$ cat src/rtl/ccgPkg.sv
package ccgPkg;
  localparam int CTRL_W    = 3;
  localparam int STOP_BIT  = 0;
  localparam int START_BIT = 1;
  localparam int LAUNCH_BIT = 2;

  // strobes from control to datapath
  typedef struct packed {
    logic run;       // divider counts and output may toggle
    logic loadRate;  // take staged rate code into the active one
  } dpStrobe_t;
endpackage

$ cat src/rtl/ccgDiv.sv
module ccgDiv
  import ccgPkg::*;
#(
  parameter int RATE_W = 3
) (
  input  logic              clk,
  input  logic              rstN,
  input  dpStrobe_t         strobe,
  input  logic [RATE_W-1:0] rateStage,
  output logic              outClk,
  output logic              lowEnd
);
  localparam int CNT_W = (1 << RATE_W) - 1;

  logic [RATE_W-1:0] rateQ;
  logic [CNT_W-1:0]  cnt;
  logic [CNT_W-1:0]  term;
  logic              outReg;

  // terminal count 2^rateQ - 1 as a thermometer mask
  always_comb begin
    for (int i = 0; i < CNT_W; i++) term[i] = (i < int'(rateQ));
  end

  assign lowEnd = !outReg && (cnt == term);
  assign outClk = outReg;

  always_ff @(posedge clk or negedge rstN) begin
    if (!rstN) begin
      rateQ  <= '0;
      cnt    <= '0;
      outReg <= 1'b0;
    end else begin
      if (strobe.loadRate) rateQ <= rateStage;
      if (!strobe.run) begin
        cnt    <= '0;
        outReg <= 1'b0;
      end else if (cnt == term) begin
        cnt    <= '0;
        outReg <= ~outReg;
      end else begin
        cnt <= cnt + CNT_W'(1);
      end
    end
  end


  rate_swap_low_chk: assert property (@(posedge clk) disable iff (!rstN)
    !$stable(rateQ) |-> !$past(outReg));


  stopped_low_chk: assert property (@(posedge clk) disable iff (!rstN)
    $past(!strobe.run) |-> (!outReg && cnt == '0));
endmodule

$ cat src/rtl/ccgCtrl.sv
module ccgCtrl
  import ccgPkg::*;
#(
  parameter int RATE_W = 3
) (
  input  logic              clk,
  input  logic              rstN,
  input  logic              ctrlWr,
  input  logic [CTRL_W-1:0] ctrlData,
  input  logic              rateWr,
  input  logic [RATE_W-1:0] rateData,
  input  logic              lowEnd,
  output dpStrobe_t         strobe,
  output logic [RATE_W-1:0] rateStage,
  output logic              running,
  output logic              cmdLaunch
);
  logic stopPend;
  logic stopNow;
  logic startReq;
  logic stopReq;

  assign stopReq  = ctrlWr && ctrlData[STOP_BIT];
  assign startReq = ctrlWr && ctrlData[START_BIT] && !ctrlData[STOP_BIT];
  assign stopNow  = running && stopPend && lowEnd;

  assign strobe.run      = running && !stopNow;
  assign strobe.loadRate = !running || lowEnd;

  always_ff @(posedge clk or negedge rstN) begin
    if (!rstN) begin
      running   <= 1'b0;
      stopPend  <= 1'b0;
      rateStage <= '0;
      cmdLaunch <= 1'b0;
    end else begin
      cmdLaunch <= startReq && ctrlData[LAUNCH_BIT];
      if (rateWr) rateStage <= rateData;
      if (stopNow) begin
        running  <= 1'b0;
        stopPend <= 1'b0;
      end else if (running) begin
        if (stopReq) stopPend <= 1'b1;
      end else if (startReq) begin
        running <= 1'b1;
      end
    end
  end


  pend_needs_run_chk: assert property (@(posedge clk) disable iff (!rstN)
    stopPend |-> running);


  stop_on_low_chk: assert property (@(posedge clk) disable iff (!rstN)
    $fell(running) |-> $past(lowEnd));


  stop_wins_chk: assert property (@(posedge clk) disable iff (!rstN)
    (ctrlWr && ctrlData[STOP_BIT] && ctrlData[START_BIT] && !running) |=> !running);


  launch_src_chk: assert property (@(posedge clk) disable iff (!rstN)
    cmdLaunch |-> $past(ctrlWr && ctrlData[LAUNCH_BIT]));
endmodule

$ cat src/rtl/cardClkGen.sv
module cardClkGen
  import ccgPkg::*;
#(
  parameter int RATE_W = 3
) (
  input  logic              clk,
  input  logic              rstN,
  input  logic              ctrlWr,
  input  logic [2:0]        ctrlData,
  input  logic              rateWr,
  input  logic [RATE_W-1:0] rateData,
  output logic              cardClk,
  output logic              clkRunning,
  output logic              cmdLaunch
);
  dpStrobe_t         strobe;
  logic [RATE_W-1:0] rateStage;
  logic              lowEnd;

  ccgCtrl #(.RATE_W(RATE_W)) uCtrl (
    .clk(clk), .rstN(rstN), .ctrlWr(ctrlWr), .ctrlData(ctrlData),
    .rateWr(rateWr), .rateData(rateData), .lowEnd(lowEnd),
    .strobe(strobe), .rateStage(rateStage), .running(clkRunning),
    .cmdLaunch(cmdLaunch)
  );

  ccgDiv #(.RATE_W(RATE_W)) uDiv (
    .clk(clk), .rstN(rstN), .strobe(strobe), .rateStage(rateStage),
    .outClk(cardClk), .lowEnd(lowEnd)
  );
endmodule

$ cat config.mk
export PLATFORM = sky130hd
export DESIGN_NAME = cardClkGen
export DESIGN_NICKNAME = d
export VERILOG_FILES = /design/src/rtl/ccgPkg.sv /design/src/rtl/ccgDiv.sv /design/src/rtl/ccgCtrl.sv /design/src/rtl/cardClkGen.sv
export SDC_FILE = /design/constraint.sdc
export NUM_CORES = 1
export LEC_CHECK = 0
export ABC_AREA = 1
export BUFFER_PORTS_ARGS = -buffer_cell sky130_fd_sc_hd__buf_4
export CORE_MARGIN = 1.5
export CORE_UTILIZATION = 28
export DETAILED_ROUTE_END_ITERATION = 6
export PLACE_DENSITY = 0.44
export SYNTH_ARGS = -nofsm -noshare
export SYNTH_HDL_FRONTEND = slang
export SYNTH_SLANG_ARGS = --single-unit
$ cat constraint.sdc
create_clock -name clk -period 2.03 [get_ports clk]
set_input_delay 0.1015 -clock clk [delete_from_list [all_inputs] [get_ports clk]]
set_output_delay 0.1015 -clock clk [all_outputs]
set_load 0.005 [all_outputs]
==> impl_metrics.py, run 1 <==
metrics = {
    "status": {
        "outcome": "completed",
    },
    "clock_tree": {
        "cts_tree": "done",
        "clk_pin_slew_ns": 0.09,
        "clock_path_buffers": 2,
        "clockRootBuffer": "clkbuf_4",
        "clkLatencyLatePin_ns": 0.28,
        "post_cts_resize_count": 0,
        "post_cts_buffers": 0,
        "cts_hold_buffers": 2,
        "cts_made_buffers": 3,
        "htree_levels": 1,
        "cts.sinks": 17,
    },
    "logic_synthesis": {
        "synth_top_area_cell": "dfrtp_1",
        "syn_avg_cell_area_sq_um": 8.080,
        "synth_fp_nets": 129,
        "synth_top_area_frac": 0.4462,
        "ys_ff_latch": 17,
        "netlist_area_sq_um": 953.4,
        "synth.area.top_cells": "dfrtp_1 45%, nand2_1 13%, nand3_1 8.4%, inv_1 5.5%, nor2_1 5.1%",
        "synth_cells": 118,
        "yosys_warnings": 0,
        "ys_types": 21,
        "ys_seq_area_frac": 0.4462,
    },
    "sta": {
        "skew_ns": 0.002705,
        "max_freq_mhz": 651.4,
        "worst_slew_pin_slew_ns": 0.3848,
        "worst_slew_margin_rel": 0.7434,
        "rsz0062_at_grt": "false",
        "fin_crit_sh": 0.7562,
        "fin_crit_ns": 1.535,
        "drv_slew": 0,
        "finalSetupViolCount": 0,
        "timing.setup.tns_ns": 0,
        "hold_violations": 0,
    },
    "finish": {
        "mostFrequentLayoutCell": "nand2_1",
        "fin_nets": 146,
        "antenna_cells": 0,
        "syn_to_final_growth_pct": 18.63,
        "final_cell_mix": "34 x nand2_1, 17 x dfrtp_1, 16 x nand3_1",
        "drive_gt1_frac": 0.2164,
    },
    "power": {
        "total_leakage_power_nw": 0.5751,
        "total_power_mw": 1.450,
        "ir_drop_v": 0.0005983,
        "power_density_mw_per_mm2": 1282,
    },
    "die": {
        "fp.coreArea_sq_mm": 0.003311,
        "rows": 21,
        "die_x_um": 61.35,
        "dieArea_sq_mm": 0.003764,
        "start_util": 0.2880,
        "fp.dieH_um": 61.35,
        "ioPinCount": 13,
    },
    "global_route": {
        "grt_start_max_net_pins": 18,
        "grtUsageTotal": 0.1226,
        "grt_antenna_before_repair": 0,
        "grt_pass1_vias": 767,
        "overflow": 0,
        "grt_first_pass_wirelength_um": 3332,
    },
    "routing": {
        "wire_per_inst_um": 10.49,
        "wirelength_um": 1889,
        "viasPerCell": 4.383,
        "drt_iter0_drc": 18,
        "drc": 0,
        "num_vias": 789,
        "postRouteAntennaNets": 0,
        "drt_first_pass_iters": 4,
    },
    "critical_path": {
        "cp_cell_sequence": "nor2_2 > xor2_1 > nand2_1 > nor2_4 > nand4_2 > nand2_2 > nor2_1",
        "crit_slowest_cell": "dfrtp_1",
        "worstPathArrival_ns": 1.71,
        "path_class": "reg2reg",
        "crit_required_ns": 2.21,
        "cp_max_fo": 8,
        "crit_path_max_incr_delay_ns": 0.48,
        "cp-end-kind": "register",
        "cp-start-kind": "register",
    },
    "placement": {
        "dp_hpwl_um": 1474,
        "place_congestion": 0.6931,
        "io_buffers": 12,
    },
    "min_path": {
        "worstHoldPathType": "in2reg",
    },
    "run": {
        "maxCapViolCount": 0,
    },
}
metrics by stage:
| step | cells | hold slack, ns | cell area (sq um) | util | setup slack, ns |
|---|---|---|---|---|---|
| final | 180 | 0.04387 | 1131 | 0.3416 | 0.4948 |
| after global routing | 180 | 0.02951 | 1131 | 0.3416 | 0.3484 |
| after CTS | 180 | 0.03391 | 1131 | 0.3416 | 0.4819 |
| after detailed placement | 174 | -0.02175 | 1085 | 0.3277 | 0.4997 |
| after global placement | 174 | -0.01998 | 1085 | 0.3277 | 0.5250 |
| after floorplan | 118 | -0.1941 | 953.4 | - | 0.6285 |
path summary, 6_finish.rpt:
check	start	to	slack (ns)	depth (start not counted)
worst min register to register	uCtrl.rateStage[0]	uDiv.rateQ[0]	0.49	2
min in group asynchronous	rstN	uDiv.rateQ[2]	0.21	2
worst max register to register	uDiv.rateQ[2]	uDiv.cnt[0]	0.49	7
worst max-delay path	uDiv.rateQ[2]	uDiv.cnt[0]	0.49	7
worst min-delay path	rateData[0]	uCtrl.rateStage[0]	0.04	2
max in group asynchronous	rstN	uDiv.cnt[4]	1.64	2
state kept, by name, summed over array words and instances, names as in the netlist:
signal,count
uDiv.cnt,7
uCtrl.cmdLaunch,1
uCtrl.running,1
uDiv.outClk,1
uDiv.rateQ,3
uCtrl.stopPend,1
uCtrl.rateStage,3
area by class of cell:
type | count | area (sq um)
flip-flops and latches | 17 | 425.4
clock buffers | 4 | 26.28
repair buffers | 14 | 110.1
multi-input cells | 85 | 459.2
fillers | 362 | 2180
well taps | 46 | 57.56
inverters | 14 | 52.55
kinds of logic after synthesis:
| kind of cell | after synthesis | synth area share |
|---|---|---|
| AO/OA/AOI/OAI | 2 | 0.01969 |
| XOR/XNOR | 3 | 0.02756 |
| adder cells (fa/ha/maj) | 1 | 0.01312 |
| buffers and inverters | 16 | 0.07217 |
| flip-flops | 17 | 0.4462 |
| multiplexers | 3 | 0.03543 |
| AND/OR/NAND/NOR | 76 | 0.3858 |
report_power, final:
group	switching (mW)	internal, mW	total (mW)	leakage (nW)
combinational	0.400	0.283	0.683	0.349
sequential	0.149	0.445	0.594	0.211
clock	0.0961	0.0763	0.172	0.0150
total	0.645	0.805	1.45	0.575
per-layer routing:
layer	global-route usage	up-vias	wire length [um]
met2	0.2021	15	910
met1	0.1591	367	896
met5	0	-	0
met4	0.06383	0	35
li1	-	403	-
met3	0.01261	4	47
synth_stat cells:
cell type	count
nand2_1	34
dfrtp_1	17
nand3_1	16
inv_1	14
nor2_1	13
mux2_2	3
nand3b_1	3
nand2_2	2
nor2_2	2
nor2_4	2
xor2_1	2
a31o_2	1
buf_2	1
buf_6	1
ha_1	1
nand2_4	1
nand3_2	1
nand4_2	1
nor3b_1	1
o21ba_2	1
xnor2_1	1
critical path: cells and delay by family, from the launching register on:
kind          cells  cell delay, ns
xor+xnor          1            0.16
flops             1            0.48
simple gates      6            0.79
(Power assumes the default switching activity.)
==> inputs of run 2 (changes only) <==
Clock period 2.03 ns to 1.58 ns, I/O delays scaled along.
==> impl_metrics.py, run 2 (synthesis gave the netlist of run 1 again) <==
metrics = {
    "status": {
        "outcome": "completed",
    },
    "sta": {
        "rsz0062_at_grt": "true",
        "worst_slew_pin_slew_ns": 0.2449,
        "fin_ws_ns": 0.03019,
        "timing.setup.tns_ns": 0,
        "finalSetupViolCount": 0,
        "hold_violations": 0,
        "skew_ns": 0.001543,
        "drv_slew": 0,
        "worst_slew_margin_rel": 0.8362,
        "max_freq_mhz": 645.2,
        "fin_crit_sh": 0.9809,
        "fin_crit_ns": 1.550,
    },
    "power": {
        "total_leakage_power_nw": 0.6048,
        "power_density_mw_per_mm2": 1748,
        "ir_drop_v": 0.0009085,
    },
    "global_route": {
        "grt_start_max_net_pins": 18,
        "overflow": 0,
        "grt_antenna_before_repair": 0,
        "grtUsageTotal": 0.1288,
        "grt_pass1_vias": 773,
        "grt_first_pass_wirelength_um": 3519,
    },
    "finish": {
        "final_cell_mix": "32 x nand2_1, 15 x dfrtp_1, 14 x inv_1",
        "top_register": "uDiv.cnt",
        "regArea_sq_um": 427.9,
        "fin_nets": 150,
        "antenna_cells": 0,
        "multi_input_area_sq_um": 529.3,
        "fill_cells": 370,
        "largestRegisters": "uDiv.cnt: 7 flops, uCtrl.rateStage: 3 flops, uDiv.rateQ: 3 flops",
        "final_cells": 184,
        "syn_to_final_growth_pct": 29.40,
        "mostFrequentLayoutCell": "nand2_1",
        "drive_gt1_frac": 0.3043,
        "largest_register_ffs": 7,
        "fin_area_sq_mm": 0.001234,
    },
    "clock_tree": {
        "clkLatencyLatePin_ns": 0.28,
        "htree_levels": 1,
        "clockRootBuffer": "clkbuf_4",
        "cts_tree": "done",
        "cts.sinks": 17,
        "clock_path_buffers": 2,
        "clk_pin_slew_ns": 0.09,
        "cts_made_buffers": 3,
    },
    "placement": {
        "dp_worst_setup_slack_ns": 0.02824,
        "io_buffers": 12,
        "dp_hpwl_um": 1498,
        "dp_cells": 175,
        "dpl_cell_area_sq_mm": 0.001092,
        "place_congestion": 0.6832,
    },
    "critical_path": {
        "cp-end-kind": "register",
        "r2r_cells": 9,
        "cpLargestDelayFamily": "simple AND/OR/NAND/NOR gates",
        "worst-path-stages": 9,
        "worstPathArrival_ns": 1.73,
        "crit_required_ns": 1.76,
        "cp.buffers_inverters": 2,
        "path_class": "reg2reg",
        "crit_path_max_incr_delay_ns": 0.48,
        "cp-start-kind": "register",
        "cp_max_fo": 7,
        "cp_common_cell": "nand3_2",
        "cp_cell_sequence": "buf_6 > nand3_2 > nand2_1 > inv_1 > nand3_2 > nor2_4 > nand4_4 > nand2_4 > nor2_1",
        "crit_slowest_cell": "dfrtp_2",
    },
    "min_path": {
        "hold_depth": 2,
        "worstHoldPathType": "in2reg",
    },
    "run": {
        "maxCapViolCount": 0,
    },
    "die": {
        "ioPinCount": 13,
        "fp.coreArea_sq_mm": 0.003311,
        "fp.dieH_um": 61.35,
        "die_x_um": 61.35,
        "start_util": 0.2880,
        "dieArea_sq_mm": 0.003764,
        "rows": 21,
    },
    "routing": {
        "wl_met2_um": 1043,
        "drt_iter0_drc": 24,
        "drt_first_pass_iters": 4,
        "drc": 0,
        "postRouteAntennaNets": 0,
        "viasPerCell": 4.478,
        "wirelength_um": 2045,
        "num_vias": 824,
        "wire_per_inst_um": 11.11,
        "wl_met3_um": 63,
        "drt-met1-wl_um": 919,
        "dr.max_layer_used": "met4",
    },
}
[run 2: cell types whose count changed in the layout (fill, tap and decap cells not counted), sizes merged]
| cell | change |
|---|---|
| buf | +3 |
| nand2 | +1 |
[run 2: what timing repair did]
action,in CTS,in global routing
resized for setup,0,16
setup buffers,0,2
endpoints found under the setup margin,0,13
hold buffers,2,0
endpoints found under the hold margin,18,0
[run 2: final cells by class]
| class | count | area share |
|---|---|---|
| multi-input combinational | 86 | 0.4290 |
| sequential | 17 | 0.3469 |
| timing repair buffer | 17 | 0.1136 |
| tap | 46 | 0.04665 |
| inverter | 14 | 0.04260 |
| clock buffer | 4 | 0.02130 |
[run 2: power by group]
| part | internal (mW) | total, mW | switching (mW) |
|---|---|---|---|
| Combinational | 0.494 | 1.18 | 0.681 |
| Sequential | 0.577 | 0.758 | 0.180 |
| Clock | 0.0979 | 0.224 | 0.126 |
| Total | 1.17 | 2.16 | 0.988 |
[run 2: final timing paths]
kind,start,endpoint,slack (ns)
min,rateData[2],uCtrl.rateStage[2],0.03
max in group asynchronous,rstN,uDiv.rateQ[1],1.18
min in group asynchronous,rstN,uDiv.cnt[6],0.20
max,uDiv.rateQ[2],uDiv.cnt[0],0.03
max reg2reg,uDiv.rateQ[2],uDiv.cnt[0],0.03
min reg2reg,uCtrl.rateStage[1],uDiv.rateQ[1],0.49
[run 2: layer usage]
metal | vias up | global-route usage
met5 | - | 0
met4 | 0 | 0.06383
met3 | 2 | 0.01471
met2 | 13 | 0.2112
met1 | 393 | 0.1686
li1 | 416 | -
[run 2: worst register-to-register path, delay by kind of cell, from the launching register on]
family | cells | cell delay [ns]
and+or+nand+nor | 7 | 0.76
DFF | 1 | 0.48
buffers and inverters | 2 | 0.21
[run 2: per-stage QoR]
| stage | utilization | hold slack, ns | power [mW] |
|---|---|---|---|
| after detailed placement | 0.3299 | -0.04372 | 1.692 |
| after global routing | 0.3726 | 0.008151 | 2.376 |
| final | 0.3726 | 0.02695 | 2.157 |
| after CTS | 0.3439 | 0.01194 | 1.935 |
| after global placement | 0.3299 | -0.04607 | 1.676 |
| after floorplan | - | -0.2166 | 1.465 |
